### src/rtl/cbu_pkg.sv
package cbu_pkg;

  typedef enum logic [1:0] {
    OPS_IDLE = 2'b00,
    OPS_CMP  = 2'b01,
    OPS_TST  = 2'b10,
    OPS_RSV  = 2'b11
  } opsel_t;

  typedef struct packed {
    logic z;
    logic s;
    logic c;
    logic v;
  } ccr_t;

  localparam int unsigned CODE_W = 4;

  typedef enum logic [CODE_W-1:0] {
    CC_ZSET  = 4'd0,
    CC_ZCLR  = 4'd1,
    CC_CSET  = 4'd2,
    CC_CCLR  = 4'd3,
    CC_SCLR  = 4'd4,
    CC_SSET  = 4'd5,
    CC_VSET  = 4'd6,
    CC_VCLR  = 4'd7,
    CC_UHI   = 4'd8,
    CC_UHS   = 4'd9,
    CC_ULO   = 4'd10,
    CC_ULS   = 4'd11,
    CC_SGT   = 4'd12,
    CC_SGE   = 4'd13,
    CC_SLT   = 4'd14,
    CC_SLE   = 4'd15
  } cond_t;

endpackage

### src/rtl/cbu_flag_calc.sv
module cbu_flag_calc
  import cbu_pkg::*;
#(
  parameter int unsigned WIDTH = 8
) (
  input  opsel_t           op,
  input  logic [WIDTH-1:0] a,
  input  logic [WIDTH-1:0] b,
  output ccr_t             nxt,
  output logic             load
);
  localparam int unsigned MSB = WIDTH - 1;

  logic [WIDTH:0]   diff_ext;
  logic [WIDTH-1:0] diff;
  logic [WIDTH-1:0] conj;
  ccr_t             cmp_f;
  ccr_t             tst_f;

  // subtract as A + ~B + 1; the extra bit is the carry out
  assign diff_ext = {1'b0, a} + {1'b0, ~b} + {{WIDTH{1'b0}}, 1'b1};
  assign diff     = diff_ext[MSB:0];
  assign conj     = a & b;

  always_comb begin
    cmp_f.z = (diff == '0);
    cmp_f.s = diff[MSB];
    cmp_f.c = diff_ext[WIDTH];
    cmp_f.v = (a[MSB] ^ b[MSB]) & (diff[MSB] ^ a[MSB]);
  end

  always_comb begin
    tst_f.z = (conj == '0);
    tst_f.s = conj[MSB];
    tst_f.c = 1'b0;
    tst_f.v = 1'b0;
  end

  always_comb begin
    nxt  = '0;
    load = 1'b0;
    unique case (op)
      OPS_CMP: begin nxt = cmp_f; load = 1'b1; end
      OPS_TST: begin nxt = tst_f; load = 1'b1; end
      default: begin nxt = '0;    load = 1'b0; end
    endcase
  end
endmodule

### src/rtl/cbu_flag_store.sv
module cbu_flag_store
  import cbu_pkg::*;
(
  input  logic clk,
  input  logic rst,
  input  logic load,
  input  ccr_t nxt,
  output ccr_t cur
);
  always_ff @(posedge clk) begin
    if (rst)       cur <= '0;
    else if (load) cur <= nxt;
  end
endmodule

### src/rtl/cbu_cond_eval.sv
module cbu_cond_eval
  import cbu_pkg::*;
(
  input  ccr_t              f,
  input  logic [CODE_W-1:0] code,
  output logic              take
);
  localparam int unsigned NCOND = 1 << CODE_W;

  logic [NCOND-1:0] cond_vec;
  logic             sv_diff;

  assign sv_diff = f.s ^ f.v;

  always_comb begin
    cond_vec          = '0;
    cond_vec[CC_ZSET] = f.z;
    cond_vec[CC_ZCLR] = ~f.z;
    cond_vec[CC_CSET] = f.c;
    cond_vec[CC_CCLR] = ~f.c;
    cond_vec[CC_SCLR] = ~f.s;
    cond_vec[CC_SSET] = f.s;
    cond_vec[CC_VSET] = f.v;
    cond_vec[CC_VCLR] = ~f.v;
    cond_vec[CC_UHI]  = f.c & ~f.z;
    cond_vec[CC_UHS]  = f.c;
    cond_vec[CC_ULO]  = ~f.c;
    cond_vec[CC_ULS]  = ~f.c | f.z;
    cond_vec[CC_SGT]  = ~f.z & ~sv_diff;
    cond_vec[CC_SGE]  = ~sv_diff;
    cond_vec[CC_SLT]  = sv_diff;
    cond_vec[CC_SLE]  = f.z | sv_diff;
  end

  assign take = cond_vec[code];
endmodule

### src/rtl/cmp_branch_unit.sv
module cmp_branch_unit
  import cbu_pkg::*;
#(
  parameter int unsigned WIDTH = 8
) (
  input  logic             clk,
  input  logic             rst,
  input  logic [1:0]       op_sel,
  input  logic [WIDTH-1:0] opa,
  input  logic [WIDTH-1:0] opb,
  input  logic [3:0]       cond_code,
  output logic             flag_z,
  output logic             flag_s,
  output logic             flag_c,
  output logic             flag_v,
  output logic             take_branch
);
  opsel_t op;
  ccr_t   nxt_f;
  ccr_t   cur_f;
  logic   f_load;

  assign op = opsel_t'(op_sel);

  cbu_flag_calc #(.WIDTH(WIDTH)) u_calc (
    .op   (op),
    .a    (opa),
    .b    (opb),
    .nxt  (nxt_f),
    .load (f_load)
  );

  cbu_flag_store u_store (
    .clk  (clk),
    .rst  (rst),
    .load (f_load),
    .nxt  (nxt_f),
    .cur  (cur_f)
  );

  cbu_cond_eval u_eval (
    .f    (cur_f),
    .code (cond_code),
    .take (take_branch)
  );

  assign flag_z = cur_f.z;
  assign flag_s = cur_f.s;
  assign flag_c = cur_f.c;
  assign flag_v = cur_f.v;
endmodule

### config.mk
export PLATFORM = sky130hd
export DESIGN_NAME = cmp_branch_unit
export DESIGN_NICKNAME = d
export VERILOG_FILES = /design/src/rtl/cbu_pkg.sv /design/src/rtl/cbu_flag_calc.sv /design/src/rtl/cbu_flag_store.sv /design/src/rtl/cbu_cond_eval.sv /design/src/rtl/cmp_branch_unit.sv
export SDC_FILE = /design/constraint.sdc
export NUM_CORES = 1
export LEC_CHECK = 0
export BUFFER_PORTS_ARGS = -buffer_cell sky130_fd_sc_hd__buf_2
export CORE_MARGIN = 2
export CORE_UTILIZATION = 25
export DETAILED_ROUTE_END_ITERATION = 10
export GPL_ROUTABILITY_DRIVEN = 0
export PLACE_DENSITY_LB_ADDON = 0.2
export RECOVER_POWER = 50
export SLEW_MARGIN = 20
export SYNTH_ARGS = -nofsm -noshare
export SYNTH_HDL_FRONTEND = slang
export SYNTH_SLANG_ARGS = --single-unit
### constraint.sdc
create_clock -name clk -period 4.2 [get_ports clk]
set_input_delay 0.63 -clock clk [delete_from_list [all_inputs] [get_ports clk]]
set_output_delay 0.63 -clock clk [all_outputs]
set_load 0.05 [all_outputs]
**Yosys cells after proc, flatten, opt, wreduce, memory -nomap -nowiden**

Cells that the tools add are included.

- Output and inout bits: 5
- Input port bits: 24
- Bits in registers: 4
- Logic and storage cells: 31

- $add $sub $neg: 2
- Order comparisons: 1
- Bitwise logic cells: 15
- Multiplexer cells: 4
- Reductions and logical operators: 3
- Eq/ne operators: 2

Operators by type and width:

| kind | number |
|---|---|
| 8-bit zero test | 2 |
| 8-bit by 8-bit adder with 9-bit output | 1 |
| 9-bit by 1-bit adder with 9-bit output (second input constant) | 1 |
| 8-bit AND | 1 |
| 8-bit NOT | 1 |
| 4-bit case mux with 2 select lines | 1 |
| 4-bit by 5-bit less-than comparator with 1-bit output (second input constant) | 1 |
| 1-bit NOT | 5 |
| 1-bit binary-select mux with 4-bit select | 1 |
| 1-bit AND | 3 |
| 1-bit XOR | 3 |
| 2-bit by 1-bit equality test with 1-bit output (second input constant) | 1 |
| 2-bit equality test (second input constant) | 1 |
| 1-bit 2-to-1 mux | 2 |
| 1-bit OR | 2 |
| 2-bit OR reduction | 1 |

**Logic depth before layout (Yosys ltp)**

Gate-level depths: netlist (run 1).

- Word-level depth: 6
- Depth in mapped cells: 9
- Mapped depth without buffers: 9

**By module**

A second synthesis (run 1) with hierarchy kept.

- Cells, all modules: 103
- Area total of the unflattened synthesis: 805.8 um2

Modules (own cells, without submodules):

| module | area an instance (um2) | sequential area each (um2) | cells an instance | instances |
|---|---|---|---|---|
| cbu_flag_calc | 566.8 | 0.0 | 78 | 1 |
| cbu_flag_store | 140.1 | 80.1 | 13 | 1 |
| cbu_cond_eval | 98.8 | 0.0 | 12 | 1 |

**Worst setup path before layout (run 1)**

Ideal clock, no wire load.

- Path type: flip-flop to output port
- Start: reg u_store.cur[2] (netlist bit)
- End: out take_branch
- Required time: 3.570 ns
- Stages on the path, launching flop included: 6
- Setup slack: 1.770 ns
- Path buffers: 0
- Arrival: 1.800 ns
- Cell sequence: dfxtp_1 inv_1 mux4_2 o22ai_1 a22oi_1 nand2_1

- Longest elaborated chain between the ends: 5
- Elaborated cells on any way between the ends: 7
- Those cells by class: 2 x mux; 5 x bitwise

RTL lines:

| element | line | text |
|---|---|---|
| from (decl) | cbu_flag_store.sv:8 | `output ccr_t cur` |
| from (signal assigned) | cbu_flag_store.sv:12 | `else if (load) cur <= nxt;` |
| 1-bit XOR | cbu_cond_eval.sv:13 | `assign sv_diff = f.s ^ f.v;` |
| 1-bit NOT | cbu_cond_eval.sv:29, cbu_cond_eval.sv:30 |  |
| 1-bit AND | cbu_cond_eval.sv:29 | `cond_vec[CC_SGT] = ~f.z & ~sv_diff;` |
| 1-bit binary-select mux with 4-bit select (*) | cbu_cond_eval.sv:35 | `assign take = cond_vec[code];` |
| 1-bit 2-to-1 mux (not written as such) (*) | cbu_cond_eval.sv:35 |  |
| to (decl) | cmp_branch_unit.sv:16 | `output logic take_branch` |

Every way passes the cells marked *; elsewhere a longest branch is shown, timed or not. The select of a mux whose other input is x is not followed.

**Final worst setup path (run 1)**

- Start: in cond_code[2]
- End: out take_branch

- Longest elaborated chain between the ends: 2

RTL lines:

| element | line | text |
|---|---|---|
| from (decl) | cmp_branch_unit.sv:11 | `input logic [3:0] cond_code,` |
| 1-bit binary-select mux with 4-bit select | cbu_cond_eval.sv:35 |  |
| 1-bit 2-to-1 mux (not written as such) | cbu_cond_eval.sv:35 |  |

Every way passes these cells. The select of a mux whose other input is x is not followed.

==> metrics.txt, run 1 <==
# TYPE chip_impl_metric gauge
chip_impl_metric{name="leakage",unit="nW"} 0.490
chip_impl_info{name="timing.critical_path.from_type",value="input port"} 1
chip_impl_metric{name="post-route-drc-count",unit=""} 0
chip_impl_metric{name="delay_of_the_slowest_critical_path_stage",unit="ns"} 0.52
chip_impl_metric{name="synth-edff-count",unit=""} 0
chip_impl_metric{name="dr_wl_met3",unit="um"} 51
chip_impl_metric{name="via_per_inst",unit=""} 4.71
chip_impl_metric{name="worst-slew-pin-transition",unit="ns"} 0.593
chip_impl_metric{name="ios",unit=""} 29
chip_impl_metric{name="relSlewSlack",unit="%"} 60.6
chip_impl_info{name="largestRegisters",value="u_store.cur (4)"} 1
chip_impl_info{name="top_signal_layer_used",value="met3"} 1
chip_impl_metric{name="core-area",unit="sq um"} 2980
chip_impl_info{name="clock-root-buffer",value="sky130_fd_sc_hd__clkbuf_4"} 1
chip_impl_metric{name="grt_remaining_overflow",unit=""} 0
chip_impl_metric{name="vdd_ir_drop_max",unit="mV"} 0.0449
chip_impl_info{name="crit_path_frequent_cell",value="sky130_fd_sc_hd__buf_2"} 1
chip_impl_metric{name="worst-path-max-fanout",unit=""} 2
chip_impl_metric{name="avgSynthCellArea",unit="sq um"} 8.22
chip_impl_info{name="synth_area_leader_cell",value="sky130_fd_sc_hd__ha_1"} 1
chip_impl_metric{name="report.final.hold_viol_count",unit=""} 0
chip_impl_info{name="mostFrequentLayoutCell",value="sky130_fd_sc_hd__buf_2"} 1
chip_impl_metric{name="detail_route.wirelength",unit="um"} 1540
chip_impl_metric{name="ffs_w_async_s_r_synth",unit="%"} 0
chip_impl_metric{name="die-width",unit="um"} 59.3
chip_impl_metric{name="yosys_warnings",unit=""} 0
chip_impl_metric{name="synth_cell_type_count",unit=""} 35
chip_impl_metric{name="setup_total_negative_slack",unit="ns"} 0
chip_impl_metric{name="timing_max_transition_violations_final",unit=""} 0
chip_impl_metric{name="min_period_over_period",unit="%"} 58.6
chip_impl_info{name="yosys-top-cells-area",value="sky130_fd_sc_hd__ha_1, sky130_fd_sc_hd__dfxtp_1, sky130_fd_sc_hd__inv_1, sky130_fd_sc_hd__nor2_1, sky130_fd_sc_hd__xnor2_1"} 1
chip_impl_metric{name="finalWorstSetupSlack",unit="ns"} 1.74
chip_impl_metric{name="first_global_vias",unit=""} 692
chip_impl_metric{name="antenna_cells",unit=""} 0
chip_impl_metric{name="syn-cell-area",unit="sq um"} 764
chip_impl_metric{name="power_density",unit="nW/um^2"} 197
chip_impl_metric{name="ctsResizeCount",unit=""} 0
chip_impl_metric{name="ys_seq_elements",unit=""} 4
chip_impl_metric{name="drt_pass1_iterations",unit=""} 4
chip_impl_metric{name="cp_data_required_time",unit="ns"} 3.57
chip_impl_metric{name="grt_start_max_net_pins",unit=""} 9
chip_impl_metric{name="clk_pin_slew_worst_paths",unit="ns"} 0.04
chip_impl_metric{name="grt_first_pass_wirelength",unit="um"} 2630
chip_impl_info{name="most-common-layout-cells",value="sky130_fd_sc_hd__buf_2, sky130_fd_sc_hd__ha_1, sky130_fd_sc_hd__inv_1"} 1
chip_impl_metric{name="achievable-frequency",unit="MHz"} 406
chip_impl_metric{name="cts_htree_levels",unit=""} 1
chip_impl_metric{name="worst_skew_pair.late_latency",unit="ns"} 0.23
chip_impl_info{name="worst_setup_path_end_kind",value="primary output"} 1
chip_impl_metric{name="largest_register_ff_count",unit=""} 4
chip_impl_metric{name="setup_viol",unit=""} 0
chip_impl_info{name="largest_reg_by_ff_count",value="u_store.cur"} 1
chip_impl_metric{name="synthToLayoutAreaGrowth",unit="%"} 26.0
chip_impl_metric{name="post_dr_wirelength_cell",unit="um"} 9.79
chip_impl_metric{name="met1Wirelength",unit="um"} 713
chip_impl_info{name="cts_tree",value="built"} 1
chip_impl_metric{name="hpwl",unit="um"} 1420
chip_impl_metric{name="start_util",unit="%"} 25.7
chip_impl_metric{name="die-area",unit="sq um"} 3520
chip_impl_metric{name="synthesis.nets",unit=""} 136
chip_impl_info{name="holdCritPathClass",value="reg -> reg"} 1
chip_impl_metric{name="drive_gt1_share",unit="%"} 26.6
chip_impl_metric{name="antenna_found_initial",unit=""} 0
chip_impl_metric{name="detail_route.iter0.violations",unit=""} 18
chip_impl_metric{name="nFillCells",unit=""} 331
chip_impl_info{name="grt_setup_unrepaired",value="false"} 1
chip_impl_info{name="ys.flop_type",value="sky130_fd_sc_hd__dfxtp_1"} 1
chip_impl_metric{name="synth_cells",unit=""} 93
chip_impl_metric{name="timing.critical_path.arrival",unit="ns"} 1.83
chip_impl_info{name="worstSetupPathType",value="in -> out"} 1
chip_impl_metric{name="max-clock-path-buffers",unit=""} 2
chip_impl_metric{name="port_buffers",unit=""} 28
chip_impl_metric{name="ant_nets",unit=""} 0
chip_impl_metric{name="post_cts_hold_buffer_count",unit=""} 0
chip_impl_metric{name="final.min_clock_period",unit="ns"} 2.46
chip_impl_metric{name="postCtsSetupBuffers",unit=""} 0
chip_impl_metric{name="vias",unit=""} 739
chip_impl_metric{name="core_rows",unit=""} 20
chip_impl_metric{name="synth.top_cell.area_share",unit="%"} 29.5
chip_impl_info{name="critical_path.cell_chain",value="buf_2 -> mux4_2 -> o22ai_1 -> a22oi_1 -> nand2_1 -> buf_2"} 1
chip_impl_metric{name="cts-buffers-inserted",unit=""} 3
chip_impl_info{name="worst_path_max_delay_cell",value="sky130_fd_sc_hd__mux4_2"} 1
chip_impl_metric{name="drv_cap",unit=""} 0
chip_impl_metric{name="gr-usage-all-layers",unit="%"} 9.44
chip_impl_metric{name="clock_sinks",unit=""} 4
chip_impl_metric{name="die_y",unit="um"} 59.3
chip_impl_metric{name="synth_sequential_area_ratio",unit="%"} 10.5
chip_impl_metric{name="place_ws",unit="ns"} 1.74
chip_impl_metric{name="wl_met2",unit="um"} 772
chip_impl_info{name="result_of_the_run",value="finished, final reports clean"} 1
chip_impl_metric{name="layout.nets",unit=""} 169
chip_impl_metric{name="skew",unit="ns"} 0
-- layer usage --
metal,GRT usage [%],vias up
met2,16.8,16
met1,11.6,324
li1,-,399
met4,3.90,0
met3,0.655,0
met5,0,-
-- report_power, final --
| part | internal, W | total (W) | leakage [nW] | switching (W) |
|---|---|---|---|---|
| logic | 0.0000429 | 0.0000997 | 0.443 | 0.0000568 |
| registers | 0.0000405 | 0.0000427 | 0.0326 | 0.00000225 |
| clock network | 0.0000319 | 0.0000472 | 0.0138 | 0.0000152 |
-- worst max-delay path: cells and delay by family --
family,cells,cell delay [ns]
simple gates,1,0.06
compound gates,2,0.26
buf+inv,2,0.36
mux,1,0.52
-- through the flow --
stage	total power (W)	util, %	hold slack [ns]	cell area, sq um	instances
floorplan	0.000114	-	0.680	764	93
CTS	0.000193	32.5	0.488	968	157
detailed placement	0.000145	31.8	0.486	946	154
global placement	0.000144	31.8	0.475	946	154
finish	0.000190	32.4	0.481	963	157
global route	0.000206	32.4	0.539	963	157
-- cell type report --
type,count,area [sq um],area share [%]
Multi-Input combinational cell,77,639,66.4
Timing Repair Buffer,28,135,14.0
Clock buffer,3,22.5,2.34
Sequential cell,4,80.1,8.31
Inverter,12,45.0,4.68
Tap cell,33,41.3,4.29
-- path summary, 6_finish.rpt --
| path | from | end | cells past startpoint | slack (ns) |
|---|---|---|---|---|
| setup reg to reg | u_store.cur[3] | u_store.cur[3] | 3 | 3.25 |
| hold / removal | u_store.cur[1] | u_store.cur[1] | 2 | 0.48 |
| hold reg to reg | u_store.cur[1] | u_store.cur[1] | 2 | 0.48 |
| setup / recovery | cond_code[2] | take_branch | 6 | 1.74 |
-- Yosys cell counts, types with 2 or more instances --
cell	instances
sky130_fd_sc_hd__nand2_1	6
sky130_fd_sc_hd__inv_1	12
sky130_fd_sc_hd__nor2_1	7
sky130_fd_sc_hd__ha_1	18
sky130_fd_sc_hd__xor2_1	2
sky130_fd_sc_hd__a31oi_1	2
sky130_fd_sc_hd__nor2b_1	2
sky130_fd_sc_hd__a21o_1	3
sky130_fd_sc_hd__a21oi_1	5
sky130_fd_sc_hd__xnor2_1	3
sky130_fd_sc_hd__dfxtp_1	4
sky130_fd_sc_hd__o21ai_0	4
sky130_fd_sc_hd__o22ai_1	2
sky130_fd_sc_hd__nor3_1	2
-- cells by family after synthesis --
logic type / synth area share, %
xor+xnor: 5.73
mux: 4.26
flops: 10.5
buf+inv: 5.89
compound gates: 22.8
simple gates: 18.8
fa+ha+maj: 32.1
Power figures use the tool's default switching activity.
==> run 2, diff against run 1 <==
- clock period: 4.2 -> 2.6 ns (I/O delays scaled with it)
==> metrics.txt, run 2 (same netlist as run 1, synthesis figures left out) <==
# TYPE chip_impl_metric gauge
chip_impl_metric{name="drive_gt1_share",unit="%"} 26.6
chip_impl_metric{name="grt_start_max_net_pins",unit=""} 9
chip_impl_metric{name="worst_skew_pair.late_latency",unit="ns"} 0.23
chip_impl_metric{name="first_global_vias",unit=""} 709
chip_impl_metric{name="layout.nets",unit=""} 169
chip_impl_metric{name="hpwl",unit="um"} 1390
chip_impl_info{name="r2r-start",value="u_store.cur[3]"} 1
chip_impl_metric{name="detail_route.iter0.violations",unit=""} 13
chip_impl_metric{name="timing.critical_path.arrival",unit="ns"} 1.71
chip_impl_metric{name="ctsResizeCount",unit=""} 0
chip_impl_metric{name="grt_first_pass_wirelength",unit="um"} 2640
chip_impl_metric{name="setup_total_negative_slack",unit="ns"} 0
chip_impl_info{name="critical_path.cell_chain",value="inv_1 -> mux4_2 -> o22ai_1 -> a22oi_1 -> nand2_1 -> buf_2"} 1
chip_impl_metric{name="antenna_cells",unit=""} 0
chip_impl_metric{name="worst-r2r-cell-count",unit=""} 3
chip_impl_metric{name="post-route-drc-count",unit=""} 0
chip_impl_metric{name="groute.layer.met2.usage",unit="%"} 16.8
chip_impl_metric{name="timing_max_transition_violations_final",unit=""} 0
chip_impl_metric{name="relSlewSlack",unit="%"} 57.2
chip_impl_metric{name="clk_pin_slew_worst_paths",unit="ns"} 0.04
chip_impl_metric{name="power_density",unit="nW/um^2"} 318
chip_impl_metric{name="largest_register_ff_count",unit=""} 4
chip_impl_metric{name="via_per_inst",unit=""} 4.66
chip_impl_metric{name="core-area",unit="sq um"} 2980
chip_impl_metric{name="die-area",unit="sq um"} 3520
chip_impl_metric{name="gr-usage-all-layers",unit="%"} 9.39
chip_impl_metric{name="grt_remaining_overflow",unit=""} 0
chip_impl_info{name="grt_busiest_layer",value="met2"} 1
chip_impl_metric{name="ant_nets",unit=""} 0
chip_impl_metric{name="core_rows",unit=""} 20
chip_impl_metric{name="report.final.hold_viol_count",unit=""} 0
chip_impl_metric{name="min_period_over_period",unit="%"} 80.8
chip_impl_metric{name="post_dr_wirelength_cell",unit="um"} 9.78
chip_impl_info{name="reg2reg_to",value="u_store.cur[3]"} 1
chip_impl_metric{name="vias",unit=""} 731
chip_impl_info{name="timing.critical_path.from_type",value="register"} 1
chip_impl_metric{name="drv_cap",unit=""} 0
chip_impl_metric{name="met3_usage",unit="%"} 0
chip_impl_metric{name="postCtsSetupBuffers",unit=""} 0
chip_impl_metric{name="achievable-frequency",unit="MHz"} 476
chip_impl_metric{name="die_y",unit="um"} 59.3
chip_impl_metric{name="cts-buffers-inserted",unit=""} 3
chip_impl_metric{name="antenna_found_initial",unit=""} 0
chip_impl_info{name="worstSetupPathType",value="reg -> out"} 1
chip_impl_metric{name="power",unit="W"} 0.000307
chip_impl_metric{name="nFillCells",unit=""} 331
chip_impl_metric{name="start_util",unit="%"} 25.7
chip_impl_metric{name="worst-path-max-fanout",unit=""} 3
chip_impl_metric{name="vdd_ir_drop_max",unit="mV"} 0.0768
chip_impl_metric{name="critical_path_buf_inv_count",unit=""} 2
chip_impl_info{name="clock-root-buffer",value="sky130_fd_sc_hd__clkbuf_4"} 1
chip_impl_metric{name="post_cts_hold_buffer_count",unit=""} 0
chip_impl_info{name="mostFrequentLayoutCell",value="sky130_fd_sc_hd__buf_2"} 1
chip_impl_metric{name="hold_ws",unit="ns"} 0.371
chip_impl_metric{name="clock_sinks",unit=""} 4
chip_impl_info{name="largestRegisters",value="u_store.cur (4)"} 1
chip_impl_info{name="largest_reg_by_ff_count",value="u_store.cur"} 1
chip_impl_info{name="critical_path.endpoint",value="take_branch"} 1
chip_impl_info{name="grt_setup_unrepaired",value="false"} 1
chip_impl_info{name="most-common-layout-cells",value="sky130_fd_sc_hd__buf_2, sky130_fd_sc_hd__ha_1, sky130_fd_sc_hd__inv_1"} 1
chip_impl_metric{name="crit_cells",unit=""} 6
chip_impl_metric{name="leakage",unit="nW"} 0.490
chip_impl_metric{name="drt_pass1_iterations",unit=""} 4
chip_impl_info{name="crit_path_start",value="u_store.cur[2]"} 1
chip_impl_metric{name="port_buffers",unit=""} 28
chip_impl_info{name="critical_path.top_delay_family",value="multiplexers"} 1
chip_impl_metric{name="max-clock-path-buffers",unit=""} 2
chip_impl_metric{name="detail_route.wirelength",unit="um"} 1540
chip_impl_info{name="holdCritPathClass",value="in -> reg"} 1
chip_impl_info{name="cts_tree",value="built"} 1
chip_impl_metric{name="synthToLayoutAreaGrowth",unit="%"} 26.0
chip_impl_metric{name="cts_htree_levels",unit=""} 1
chip_impl_metric{name="skew",unit="ns"} 0
chip_impl_metric{name="met1_usage",unit="%"} 11.9
chip_impl_metric{name="setup_viol",unit=""} 0
chip_impl_info{name="worst_path_max_delay_cell",value="sky130_fd_sc_hd__mux4_2"} 1
chip_impl_info{name="worst_setup_path_end_kind",value="primary output"} 1
chip_impl_metric{name="regToRegSetupSlack",unit="ns"} 1.66
chip_impl_metric{name="worst-slew-pin-transition",unit="ns"} 0.633
chip_impl_metric{name="cp_data_required_time",unit="ns"} 2.21
chip_impl_info{name="result_of_the_run",value="finished, final reports clean"} 1
chip_impl_metric{name="delay_of_the_slowest_critical_path_stage",unit="ns"} 0.47
chip_impl_metric{name="die-width",unit="um"} 59.3
chip_impl_metric{name="ios",unit=""} 29
chip_impl_metric{name="final.min_clock_period",unit="ns"} 2.10
## run 2: cell counts in the layout (fill, tap and decap cells not counted)
No cell type changed its count.
## run 2: layout make-up
class / count / area, sq um / area share [%]
Tap cell: 33 / 41.3 / 4.29
Multi-Input combinational cell: 77 / 639 / 66.4
Timing Repair Buffer: 28 / 135 / 14.0
Clock buffer: 3 / 22.5 / 2.34
Sequential cell: 4 / 80.1 / 8.31
Inverter: 12 / 45.0 / 4.68
## run 2: report_power, final
group | switching [W] | total [W] | internal, W
logic | 0.0000918 | 0.000161 | 0.0000693
registers | 0.00000372 | 0.0000691 | 0.0000654
clock network | 0.0000248 | 0.0000764 | 0.0000516
## run 2: worst min-delay path by stage
stage | from | to | slack [ns] | cells past startpoint
floorplan | rst | u_store.cur[1] | 0.46 | 1
global placement | u_store.cur[1] | u_store.cur[1] | 0.48 | 2
finish | rst | u_store.cur[1] | 0.37 | 2
global route | rst | u_store.cur[1] | 0.40 | 2
CTS | rst | u_store.cur[1] | 0.37 | 2
detailed placement | u_store.cur[1] | u_store.cur[1] | 0.48 | 2
## run 2: worst register-to-register path, stage by stage (launching register included)
cell and delay [ns]:
sky130_fd_sc_hd__dfxtp_1 0.39, sky130_fd_sc_hd__nor2b_1 0.07, sky130_fd_sc_hd__a311o_1 0.32, sky130_fd_sc_hd__a21oi_2 0.10
## run 2: through the flow
stage	utilization (%)	cell area, sq um	setup slack [ns]	std cells
6_report	32.4	963	0.499	157
3_3_place_gp	31.8	946	0.425	154
4_1_cts	32.5	968	0.475	157
3_5_place_dp	31.8	946	0.368	154
5_1_grt	32.4	963	0.372	157
2_1_floorplan	-	764	0.410	93
## run 2: layer usage
layer | vias to the layer above | wire, um | share of wire, %
li1 | 397 | - | -
met1 | 320 | 700 | 46
met2 | 14 | 793 | 52
met3 | 0 | 41 | 2.7
met4 | 0 | 0 | 0
met5 | - | 0 | 0
